### config.mk
export PLATFORM = sky130hd
export DESIGN_NAME = link_width_negotiator
export DESIGN_NICKNAME = d
export VERILOG_FILES = /design/src/rtl/lwn_pkg.sv /design/src/rtl/lwn_strap_decode.sv /design/src/rtl/lwn_x1_pick.sv /design/src/rtl/lwn_lane_mask.sv /design/src/rtl/link_width_negotiator.sv
export SDC_FILE = /design/constraint.sdc
export NUM_CORES = 1
export LEC_CHECK = 0
export ABC_AREA = 1
export BUFFER_PORTS_ARGS = -buffer_cell sky130_fd_sc_hd__buf_2
export CAP_MARGIN = 40
export CORE_MARGIN = 5
export CORE_UTILIZATION = 49
export DETAILED_ROUTE_END_ITERATION = 8
export PLACE_DENSITY_LB_ADDON = 0.3
export SLEW_MARGIN = 5
export SYNTH_ARGS = -nofsm -noshare
export SYNTH_HDL_FRONTEND = slang
export SYNTH_HIERARCHICAL = 1
export SYNTH_SLANG_ARGS = --single-unit
export TNS_END_PERCENT = 5
### constraint.sdc
create_clock -name clk -period 2.4 [get_ports clk]
set_input_delay 0.72 -clock clk [delete_from_list [all_inputs] [get_ports clk]]
set_output_delay 0.72 -clock clk [all_outputs]
set_load 0.02 [all_outputs]
### src/rtl/lwn_pkg.sv
package lwn_pkg;
    typedef enum logic [2:0] {
        ST_IDLE,
        ST_SCAN,
        ST_TRIAL,
        ST_STEP,
        ST_DONE,
        ST_FAIL
    } lwn_state_e;
endpackage

### src/rtl/lwn_strap_decode.sv
// Classifies a width code and names the next narrower supported width.
module lwn_strap_decode #(
    parameter int CODE_W   = 3,
    parameter int MAX_CODE = 4
) (
    input  logic [CODE_W-1:0] code,
    output logic              supported,
    output logic [CODE_W-1:0] next_code
);
    always_comb begin
        supported = (code == '0) ||
                    ((code >= CODE_W'(2)) && (code <= CODE_W'(MAX_CODE)));
        if (code <= CODE_W'(2)) begin
            next_code = '0;
        end else begin
            next_code = code - CODE_W'(1);
        end
    end
endmodule

### src/rtl/lwn_x1_pick.sv
// Finds the lowest healthy x1 candidate lane at or above a start index.
module lwn_x1_pick #(
    parameter int X1_LANES = 4,
    parameter int IDX_W    = 2
) (
    input  logic [X1_LANES-1:0] health,
    input  logic [IDX_W-1:0]    from,
    output logic                found,
    output logic [IDX_W-1:0]    lane
);
    always_comb begin
        found = 1'b0;
        lane  = '0;
        for (int i = X1_LANES - 1; i >= 0; i--) begin
            if (health[i] && (IDX_W'(i) >= from)) begin
                found = 1'b1;
                lane  = IDX_W'(i);
            end
        end
    end

    always_comb begin
        if (found) begin
            AST_PICK_HEALTHY: assert (health[lane]);
        end
    end
endmodule

### src/rtl/lwn_lane_mask.sv
// Builds the lane enable mask: contiguous low lanes when wide, one lane at x1.
module lwn_lane_mask #(
    parameter int NLANES   = 16,
    parameter int X1_LANES = 4,
    parameter int CODE_W   = 3,
    parameter int IDX_W    = 2
) (
    input  logic              en,
    input  logic [CODE_W-1:0] code,
    input  logic [IDX_W-1:0]  lane,
    output logic [NLANES-1:0] mask
);
    logic [31:0] span;
    assign span = 32'd1 << code;

    for (genvar i = 0; i < NLANES; i++) begin : g_bit
        if (i < X1_LANES) begin : g_cand
            assign mask[i] = en & ((code == '0) ? (lane == IDX_W'(i))
                                                : (32'(i) < span));
        end else begin : g_wide
            assign mask[i] = en & (code != '0) & (32'(i) < span);
        end
    end
endmodule

### src/rtl/link_width_negotiator.sv
module link_width_negotiator
    import lwn_pkg::*;
#(
    parameter int NLANES   = 16,
    parameter int X1_LANES = 4,
    parameter int CODE_W   = 3
) (
    input  logic              clk,
    input  logic              rst_n,
    input  logic [CODE_W-1:0] native_code,
    input  logic              start,
    input  logic [X1_LANES-1:0] x1_health,
    input  logic              trial_valid,
    input  logic              trial_pass,
    output logic              trial_req,
    output logic [CODE_W-1:0] trial_width,
    output logic [NLANES-1:0] lane_en,
    output logic [$clog2(X1_LANES)-1:0] x1_lane,
    output logic              done,
    output logic              fail,
    output logic [CODE_W-1:0] final_width
);
    localparam int MAX_CODE = $clog2(NLANES);
    localparam int IDX_W    = $clog2(X1_LANES);
    localparam logic [IDX_W-1:0] LAST_LANE = IDX_W'(X1_LANES - 1);

    lwn_state_e         st_q, st_d;
    logic [CODE_W-1:0]  w_q, w_d;
    logic [IDX_W-1:0]   l_q, l_d;

    logic               native_ok;
    logic [CODE_W-1:0]  native_next_unused;
    logic               cur_ok_unused;
    logic [CODE_W-1:0]  step_code;
    logic               pick_found;
    logic [IDX_W-1:0]   pick_lane;
    logic               mask_en;

    lwn_strap_decode #(.CODE_W(CODE_W), .MAX_CODE(MAX_CODE)) u_native_dec (
        .code      (native_code),
        .supported (native_ok),
        .next_code (native_next_unused)
    );

    lwn_strap_decode #(.CODE_W(CODE_W), .MAX_CODE(MAX_CODE)) u_step_dec (
        .code      (w_q),
        .supported (cur_ok_unused),
        .next_code (step_code)
    );

    lwn_x1_pick #(.X1_LANES(X1_LANES), .IDX_W(IDX_W)) u_pick (
        .health (x1_health),
        .from   (l_q),
        .found  (pick_found),
        .lane   (pick_lane)
    );

    lwn_lane_mask #(.NLANES(NLANES), .X1_LANES(X1_LANES),
                    .CODE_W(CODE_W), .IDX_W(IDX_W)) u_mask (
        .en   (mask_en),
        .code (w_q),
        .lane (l_q),
        .mask (lane_en)
    );

    // Next-state and datapath decisions
    always_comb begin
        st_d = st_q;
        w_d  = w_q;
        l_d  = l_q;
        unique case (st_q)
            ST_IDLE, ST_DONE, ST_FAIL: begin
                if (start) begin
                    l_d = '0;
                    if (!native_ok) begin
                        w_d  = '0;
                        st_d = ST_FAIL;
                    end else begin
                        w_d  = native_code;
                        st_d = (native_code == '0) ? ST_SCAN : ST_TRIAL;
                    end
                end
            end
            ST_SCAN: begin
                if (pick_found) begin
                    l_d  = pick_lane;
                    st_d = ST_TRIAL;
                end else begin
                    st_d = ST_FAIL;
                end
            end
            ST_TRIAL: begin
                if (trial_valid) begin
                    if (trial_pass) begin
                        st_d = ST_DONE;
                    end else if (w_q != '0) begin
                        w_d  = step_code;
                        l_d  = '0;
                        st_d = (step_code == '0) ? ST_SCAN : ST_STEP;
                    end else if (l_q == LAST_LANE) begin
                        st_d = ST_FAIL;
                    end else begin
                        l_d  = l_q + IDX_W'(1);
                        st_d = ST_SCAN;
                    end
                end
            end
            ST_STEP: begin
                st_d = ST_TRIAL;
            end
            default: begin
                st_d = ST_IDLE;
            end
        endcase
    end

    // State register
    always_ff @(posedge clk or negedge rst_n) begin
        if (!rst_n) begin
            st_q <= ST_IDLE;
            w_q  <= '0;
            l_q  <= '0;
        end else begin
            st_q <= st_d;
            w_q  <= w_d;
            l_q  <= l_d;
        end
    end

    // Outputs
    always_comb begin
        trial_req   = (st_q == ST_TRIAL);
        done        = (st_q == ST_DONE);
        fail        = (st_q == ST_FAIL);
        mask_en     = (st_q == ST_TRIAL) || (st_q == ST_DONE);
        trial_width = w_q;
        x1_lane     = l_q;
        final_width = (st_q == ST_DONE) ? w_q : '0;
    end

    AST_HOLD_DURING_TRIAL: assert property (@(posedge clk) disable iff (!rst_n)
        (trial_req && !trial_valid) |=> (trial_req && $stable(trial_width) && $stable(lane_en)));

    AST_LADDER_DOWN: assert property (@(posedge clk) disable iff (!rst_n)
        (trial_req && trial_valid && !trial_pass && (trial_width != '0))
        |=> (trial_width < $past(trial_width)));

    AST_X1_SINGLE_LANE: assert property (@(posedge clk) disable iff (!rst_n)
        (trial_req && (trial_width == '0)) |-> ($countones(lane_en) == 1));

    AST_FAIL_QUIET: assert property (@(posedge clk) disable iff (!rst_n)
        fail |-> ((lane_en == '0) && !trial_req && !done));

    AST_RESERVED_FAILS: assert property (@(posedge clk) disable iff (!rst_n)
        ((st_q == ST_IDLE) && start && !native_ok) |=> (fail && !trial_req));

    AST_BUSY_IGNORES_START: assert property (@(posedge clk) disable iff (!rst_n)
        (trial_req && start && !trial_valid) |=> (trial_req && $stable(trial_width)));

    AST_DONE_HOLD: assert property (@(posedge clk) disable iff (!rst_n)
        (done && !start) |=> (done && !fail && $stable(final_width) && $stable(lane_en)));
endmodule

==> results_dict.tcl, run 1 <==
set metrics [dict create \
    die_w_um 55.3 \
    slew_violations 0 \
    cts_tree "built" \
    synth_cells 178 \
    die-area_um2 3060 \
    fin_worst_skew_ns 0.00259 \
    clockBufferDepth 2 \
    crit_cells 6 \
    cts_hold_buf 0 \
    nets 237 \
    worst_slew_pin_slew_ns 0.411 \
    cp_cell_sequence "nor2_4, nand2_4, nand2_4, o21ai_1, nor2_1, buf_2" \
    outcome "completed" \
    path_class "reg2out" \
    track_usage_pct 17.2 \
    cpPeakStageDelay_ns 0.46 \
    viasPerCell 4.75 \
    grt_pass1_vias 1068 \
    row_count 16 \
    drc 0 \
    syn_area_per_cell_um2 5.66 \
    cp.required_ns 1.68 \
    clkLatencyLatePin_ns 0.26 \
    final_common_cell "nand2_1" \
    critical_path.top_delay_family "simple AND/OR/NAND/NOR gates" \
    hold_violations 0 \
    num_vias 1179 \
    p_leak_nw 0.900 \
    placed_cells 243 \
    core_um2 1960 \
    grt_max_degree 13 \
    worstPathArrival_ns 1.54 \
    drtPass1Iterations 4 \
    worstHoldPathType "in2async" \
    ff2ff_path_depth 9 \
    power_density_nw_per_um2 1170 \
    grt_antenna_before_repair 0 \
    yosys_warnings 6 \
    final_cell_mix "nand2_1 (56), buf_2 (37), inv_1 (35)" \
    hpwl_mm 2.17 \
    drtIter0Drc 46 \
    worstSetupEndpointType "output pin" \
    drt-total-wl_mm 2.53 \
    drive_gt1_share_pct 29.4 \
    wl_per_cell_um 10.2 \
    period_needed_ns 2.26 \
    numCtsBuffers 3 \
    ant_nets 0 \
    cts.clk_slew.worst_paths_ns 0.06 \
    instances_no_fill 248 \
    rsz0062_at_grt "false" \
    n_antenna_cell 0 \
    root_buffer "clkbuf_4" \
    drv_cap 0 \
    setup_viol 0 \
    place.gp.congestion 0.885 \
    path_common_cell "nand2_4" \
    overflow 0 \
    synth_fp_nets 192 \
    crit_path_top_delay_cell "dfrtp_1" \
    whs_ns 0.298 \
    start_kind "flop" \
    setup_tns_ns 0 \
    syn_area_um2 1010 \
    start_util_pct 51.3 \
    h-tree-depth 1 \
    critPathBufInv 1 \
    grt_pass1_wl_mm 4.47 \
    cp_max_fo 6 \
    die_h_um 55.3 \
    clock.fmax_mhz 442 \
    period_share_pct 94.3 \
    power_mw 1.51 \
    portBuffers 38 \
    vdd_drop_max_uv 741 \
    cts_sinks 8 \
    relSlewSlack_pct 72.6 \
    io_pins 39 \
    syn2layout_area_growth_pct 27.7 \
]
==> sequential cells by signal, indices dropped and copies added (netlist names) <==
signal,flops
st_q,3
trial_width,3
x1_lane,2
==> layout make-up <==
type | instances | area (um^2)
Tap cell | 27 | 33.8
Sequential cell | 8 | 201
Inverter | 40 | 150
Multi-Input combinational cell | 129 | 663
Timing Repair Buffer | 41 | 215
Fill cell | 184 | 676
Clock buffer | 3 | 22.5
==> repair_timing <==
action / CTS / global route
endpoints found under the setup margin: 14 / 16
resized for setup: 2 / 5
buffers inserted: 0 / 2
pin swaps: 0 / 1
==> power by group <==
group	internal, mW	switching, mW
logic	0.377	0.736
registers	0.186	0.101
clock network	0.0578	0.0532
==> path summary, 6_finish.rpt <==
kind	startpoint	endpoint	slack [ns]
max	st_q[0]	lane_en[6]	0.14
min	rst_n	x1_lane[1]	0.30
max reg2reg	trial_width[0]	st_q[1]	0.84
min reg2reg	st_q[2]	st_q[2]	0.63
max in group asynchronous	rst_n	st_q[2]	1.91
min in group clk	st_q[2]	st_q[2]	0.63
==> routing by layer <==
layer / track usage [%] / vias up / wire length, um
li1: - / 631 / -
met1: 20.6 / 497 / 1050
met2: 29.7 / 49 / 1250
met3: 5.59 / 2 / 218
met4: 3.82 / 0 / 8
met5: 0 / - / 0
==> metrics by stage <==
stage	setup WS, ns	util [%]	area [um^2]
floorplan	0.0768	-	1010
global placement	0.262	62.7	1230
detailed placement	0.190	62.7	1230
CTS	0.0247	64.0	1260
global route	0.0160	65.6	1290
finish	0.137	65.6	1290
Note: power is estimated with default switching activity, not from simulation.
==> inputs of run 2 (changes only) <==
==> constraint.sdc (replaced) <==
create_clock -name clk -period 2.4 [get_ports clk]
set_input_delay 0 -clock clk [delete_from_list [all_inputs] [get_ports clk]]
set_output_delay 0 -clock clk [all_outputs]
set_load 0.02 [all_outputs]
==> run 2 against run 1 <==
Net effect:
- critical path depth up 2
- non-clock buffer count down 2
- fmax up 14%
- sequential power up 8.0%
- global-route usage up 0.26 points
- clock power down 4%
- combinational power down 9%
==> results_dict.tcl, run 2 (synthesized netlist as in run 1, its figures left out) <==
set metrics [dict create \
    worstPathArrival_ns 1.98 \
    setup_viol 0 \
    instances_no_fill 246 \
    start_kind "flop" \
    fin_worst_skew_ns 0.00107 \
    overflow 0 \
    clock_power_share_pct 7.5 \
    cp_max_fo 13 \
    period_needed_ns 1.98 \
    io_pins 39 \
    grt_pass1_vias 1070 \
    outcome "completed" \
    cts_tree "built" \
    grt_pass1_wl_mm 4.45 \
    p_leak_nw 0.889 \
    core_um2 1960 \
    drive_gt1_share_pct 26.0 \
    final_common_cell "nand2_1" \
    die-area_um2 3060 \
    num_vias 1163 \
    track_usage_pct 17.5 \
    hold_violations 0 \
    fillers 219 \
    clock.fmax_mhz 505 \
    worstHoldPathType "in2reg" \
    power_density_nw_per_um2 1140 \
    crit_path_top_delay_cell "dfrtp_1" \
    min_path_cells 4 \
    ff2ff_path_depth 12 \
    grt_antenna_before_repair 0 \
    grt_max_degree 14 \
    cts_setup_buffers 0 \
    worstSetupEndpointType "output pin" \
    final_cell_mix "nand2_1 (58), buf_2 (38), inv_1 (36)" \
    numCtsBuffers 3 \
    wl_per_cell_um 10.7 \
    rsz0062_at_grt "false" \
    nets 235 \
    intPower_mw 0.571 \
    portBuffers 38 \
    place.gp.congestion 0.907 \
    drc 0 \
    path_class "reg2out" \
    p_sw_mw 0.861 \
    swShare_pct 60.1 \
    root_buffer "clkbuf_4" \
    worst_slew_pin_slew_ns 0.449 \
    cp.required_ns 2.40 \
    syn2layout_area_growth_pct 24.3 \
    clkLatencyLatePin_ns 0.26 \
    die_w_um 55.3 \
    row_count 16 \
    cts_sinks 8 \
    h-tree-depth 1 \
    period_share_pct 82.5 \
    cp_cell_sequence "inv_1, nand2_1, nor2_1, inv_1, nand2_1, o21ai_1, nor2_1, buf_2" \
    drv_cap 0 \
    viasPerCell 4.73 \
    multi_input_area_um2 646 \
    start_util_pct 51.3 \
    relSlewSlack_pct 70.0 \
    seq_area_um2 200 \
    drtIter0Drc 23 \
    drt-total-wl_mm 2.63 \
    hpwl_mm 2.21 \
    r2r_slack_ns 0.84 \
    setup_tns_ns 0 \
    cpPeakStageDelay_ns 0.54 \
    n_antenna_cell 0 \
    die_h_um 55.3 \
    vdd_drop_max_uv 670 \
    drtPass1Iterations 4 \
    cts.clk_slew.worst_paths_ns 0.06 \
    seqPwrFrac_pct 21.7 \
    clockBufferDepth 2 \
    ant_nets 0 \
    placed_cells 242 \
    slew_violations 0 \
    p_comb_share_pct 70.8 \
]
run 2: cell types whose count changed in the layout (fill, tap and decap cells not counted), sizes merged:
cell         before  now
dlygate4sd3       0    1
buf              41   38
run 2: per-layer routing:
layer,vias up,global-route usage (%),wire length [um]
met2,32,30.7,1290
met3,4,6.76,186
li1,622,-,-
met5,-,0,0
met1,505,20.1,1130
met4,0,3.13,22
run 2: worst max-delay path, delay by kind of cell (launching register included):
family | cells | cell delay, ns
AO/OA/AOI/OAI | 1 | 0.17
buffers and inverters | 3 | 0.47
AND/OR/NAND/NOR | 4 | 0.56
flip-flops | 1 | 0.54
run 2: final cells by class:
| cell class | count | share of cell area, % |
|---|---|---|
| Timing Repair Buffer | 39 | 16.0 |
| Sequential cell | 8 | 16.0 |
| Tap cell | 27 | 2.70 |
| Multi-Input combinational cell | 129 | 51.5 |
| Inverter | 40 | 12.0 |
| Clock buffer | 3 | 1.80 |
run 2: path summary, 6_finish.rpt:
path / start / end
min in group asynchronous: rst_n / trial_width[2]
hold reg to reg: trial_width[1] / trial_width[1]
max in group asynchronous: rst_n / st_q[0]
setup reg to reg: trial_width[0] / st_q[1]
hold / removal: trial_valid / st_q[1]
setup / recovery: st_q[1] / lane_en[4]
run 2: timing repair:
item	4_1_cts	5_1_grt
endpoints found under the hold margin	8	0
gates resized for setup	0	0
hold buffers	1	0
run 2: per-stage QoR:
step	power (mW)	util, %	area, um^2	setup WS (ns)	hold WS, ns
2_1_floorplan	1.08	-	1010	0.676	-0.296
3_3_place_gp	1.31	62.2	1220	0.801	-0.143
3_5_place_dp	1.33	62.2	1220	0.700	-0.141
4_1_cts	1.44	63.8	1250	0.413	0.0371
5_1_grt	1.59	63.8	1250	0.167	0.0581
6_report	1.43	63.8	1250	0.419	0.0373
run 2: power by group through the flow:
stage	Combinational, mW	Clock, mW	Sequential (mW)
after floorplan	0.774	0	0.306
after global placement	0.996	0	0.311
after detailed placement	1.02	0	0.312
after CTS	1.02	0.113	0.309
after global routing	1.14	0.120	0.324
final	1.01	0.107	0.310
==> inputs of run 3 (changes only) <==
- clock period: 2.4 -> 1.9 ns (I/O delays scaled with it)
==> run 3 against run 2 <==
Net effect:
- sequential power rose by 14%
- combinational power rose by 33%
- non-clock buffer count rose by 1
- count of clock-buffer cells in the layout did not move
- routed wire length rose by 0.84%
- largest cell class unchanged
- clock skew barely moved
- die area did not move
- utilization rose by 0.51 points
- critical path depth fell by 2
==> results_dict.tcl, run 3 (synthesized netlist as in run 1, its figures left out) <==
set metrics [dict create \
    place_ws_ns 0.362 \
    placed_cells 243 \
    ff2ff_path_depth 12 \
    fin_area_um2 1260 \
    p_sw_mw 1.10 \
    relSlewSlack_pct 72.5 \
    power_density_nw_per_um2 1460 \
    fillers 190 \
    critPathBufInv 1 \
    vdd_drop_max_uv 883 \
    fin_util_pct 64.3 \
    worst_slew_pin_slew_ns 0.413 \
    setup_viol 0 \
    route.met2.wl_mm 1.30 \
    row_count 16 \
    clock.fmax_mhz 584 \
    timing.rr.start "trial_width[0]" \
    die-area_um2 3060 \
    outcome "completed" \
    seqPwrFrac_pct 19.2 \
    grt_max_degree 13 \
    nets 236 \
    rsz0062_at_grt "false" \
    instances_no_fill 247 \
    track_usage_pct 17.7 \
    io_pins 39 \
    seq_area_um2 200 \
    grt_pass1_wl_mm 4.50 \
    drive_gt1_share_pct 26.8 \
    cts.clk_slew.worst_paths_ns 0.06 \
    hpwl_mm 2.22 \
    cp_cell_sequence "nor2_4, nand2_4, nand2_2, o21ai_1, nor2_1, buf_2" \
    cp.required_ns 1.90 \
    power_mw 1.84 \
    min_to "st_q[1]" \
    syn2layout_area_growth_pct 25.3 \
    fin_worst_skew_ns 0.00128 \
    viasPerCell 4.78 \
    p_leak_nw 0.893 \
    clock_power_share_pct 7.8 \
    setup_tns_ns 0 \
    min-delay-start "trial_valid" \
    r2r_end "st_q[1]" \
    slew_violations 0 \
    crit_path_top_delay_cell "dfrtp_1" \
    route.met3.wl_um 236 \
    hold_violations 0 \
    placed_cell_area_um2 1230 \
    path_class "reg2out" \
    worstSetupEndpointType "output pin" \
    drt-total-wl_mm 2.65 \
    clockBufferDepth 2 \
    h-tree-depth 1 \
    final_cell_mix "nand2_1 (57), buf_2 (38), inv_1 (36)" \
    portBuffers 38 \
    min_path_cells 4 \
    place.gp.congestion 0.904 \
    clkLatencyLatePin_ns 0.27 \
    p_comb_share_pct 72.9 \
    core_um2 1960 \
    swShare_pct 59.9 \
    multi_input_area_um2 648 \
    die_w_um 55.3 \
    ant_nets 0 \
    drc 0 \
    met1_length_mm 1.09 \
    num_vias 1181 \
    wl_per_cell_um 10.7 \
    cpPeakStageDelay_ns 0.47 \
    drtPass1Iterations 5 \
    numCtsBuffers 3 \
    drv_cap 0 \
    r2r_slack_ns 0.37 \
    grt_antenna_before_repair 0 \
    overflow 0 \
    worstHoldPathType "in2reg" \
    period_share_pct 90.1 \
    die_h_um 55.3 \
    top_layer_used "met4" \
    worstPathArrival_ns 1.71 \
    intPower_mw 0.739 \
    setup_ws_ns 0.188 \
    cts_tree "built" \
    critical_path.top_delay_family "simple AND/OR/NAND/NOR gates" \
    final_common_cell "nand2_1" \
    start_kind "flop" \
    whs_ns 0.0388 \
    drtIter0Drc 34 \
    n_antenna_cell 0 \
    period_needed_ns 1.71 \
    start_util_pct 51.3 \
    root_buffer "clkbuf_4" \
    cp_max_fo 7 \
    cts_sinks 8 \
    grt_pass1_vias 1059 \
]
run 3: changes by cell type in the layout (fill, tap and decap cells not counted), sizes merged:
| cell | change |
|---|---|
| buf | +1 |
run 3: repair_timing:
action / in CTS / in global routing
gates resized for setup: 0 / 1
endpoints found under the hold margin: 8 / 0
hold buffers: 1 / 0
setup endpoints to repair: 0 / 3
buffers inserted: 0 / 0
run 3: worst max-delay path by stage:
stage / startpoint / end / slack, ns / depth (start not counted)
finish: st_q[2] / lane_en[4] / 0.19 / 6
CTS: st_q[2] / lane_en[4] / 0.11 / 6
global route: st_q[1] / lane_en[7] / 0.06 / 8
floorplan: st_q[1] / lane_en[4] / 0.18 / 7
detailed placement: trial_width[0] / st_q[1] / 0.36 / 12
global placement: trial_width[0] / st_q[1] / 0.38 / 9
run 3: routing by layer:
layer / track usage [%] / up-vias
met3: 8.86 / 4
met1: 19.3 / 513
met4: 4.86 / 0
met2: 29.9 / 42
met5: 0 / -
li1: - / 622
run 3: tightest hold or removal path, delay by kind of cell:
family	cells	cell delay, ns
buffers and inverters	2	0.11
and+or+nand+nor	2	0.15
run 3: final cells by class:
type	count	area share, %
flip-flops and latches	8	15.9
clock buffers	3	1.78
multi-input cells	129	51.3
repair buffers	40	16.5
inverters	40	11.9
well taps	27	2.68
run 3: power groups by stage:
| stage | sequential [mW] | clock, mW | combinational, mW |
|---|---|---|---|
| after global routing | 0.374 | 0.159 | 1.49 |
| after CTS | 0.353 | 0.148 | 1.34 |
| final | 0.354 | 0.144 | 1.34 |
| after detailed placement | 0.357 | 0 | 1.33 |
| after floorplan | 0.387 | 0 | 0.977 |
| after global placement | 0.356 | 0 | 1.30 |
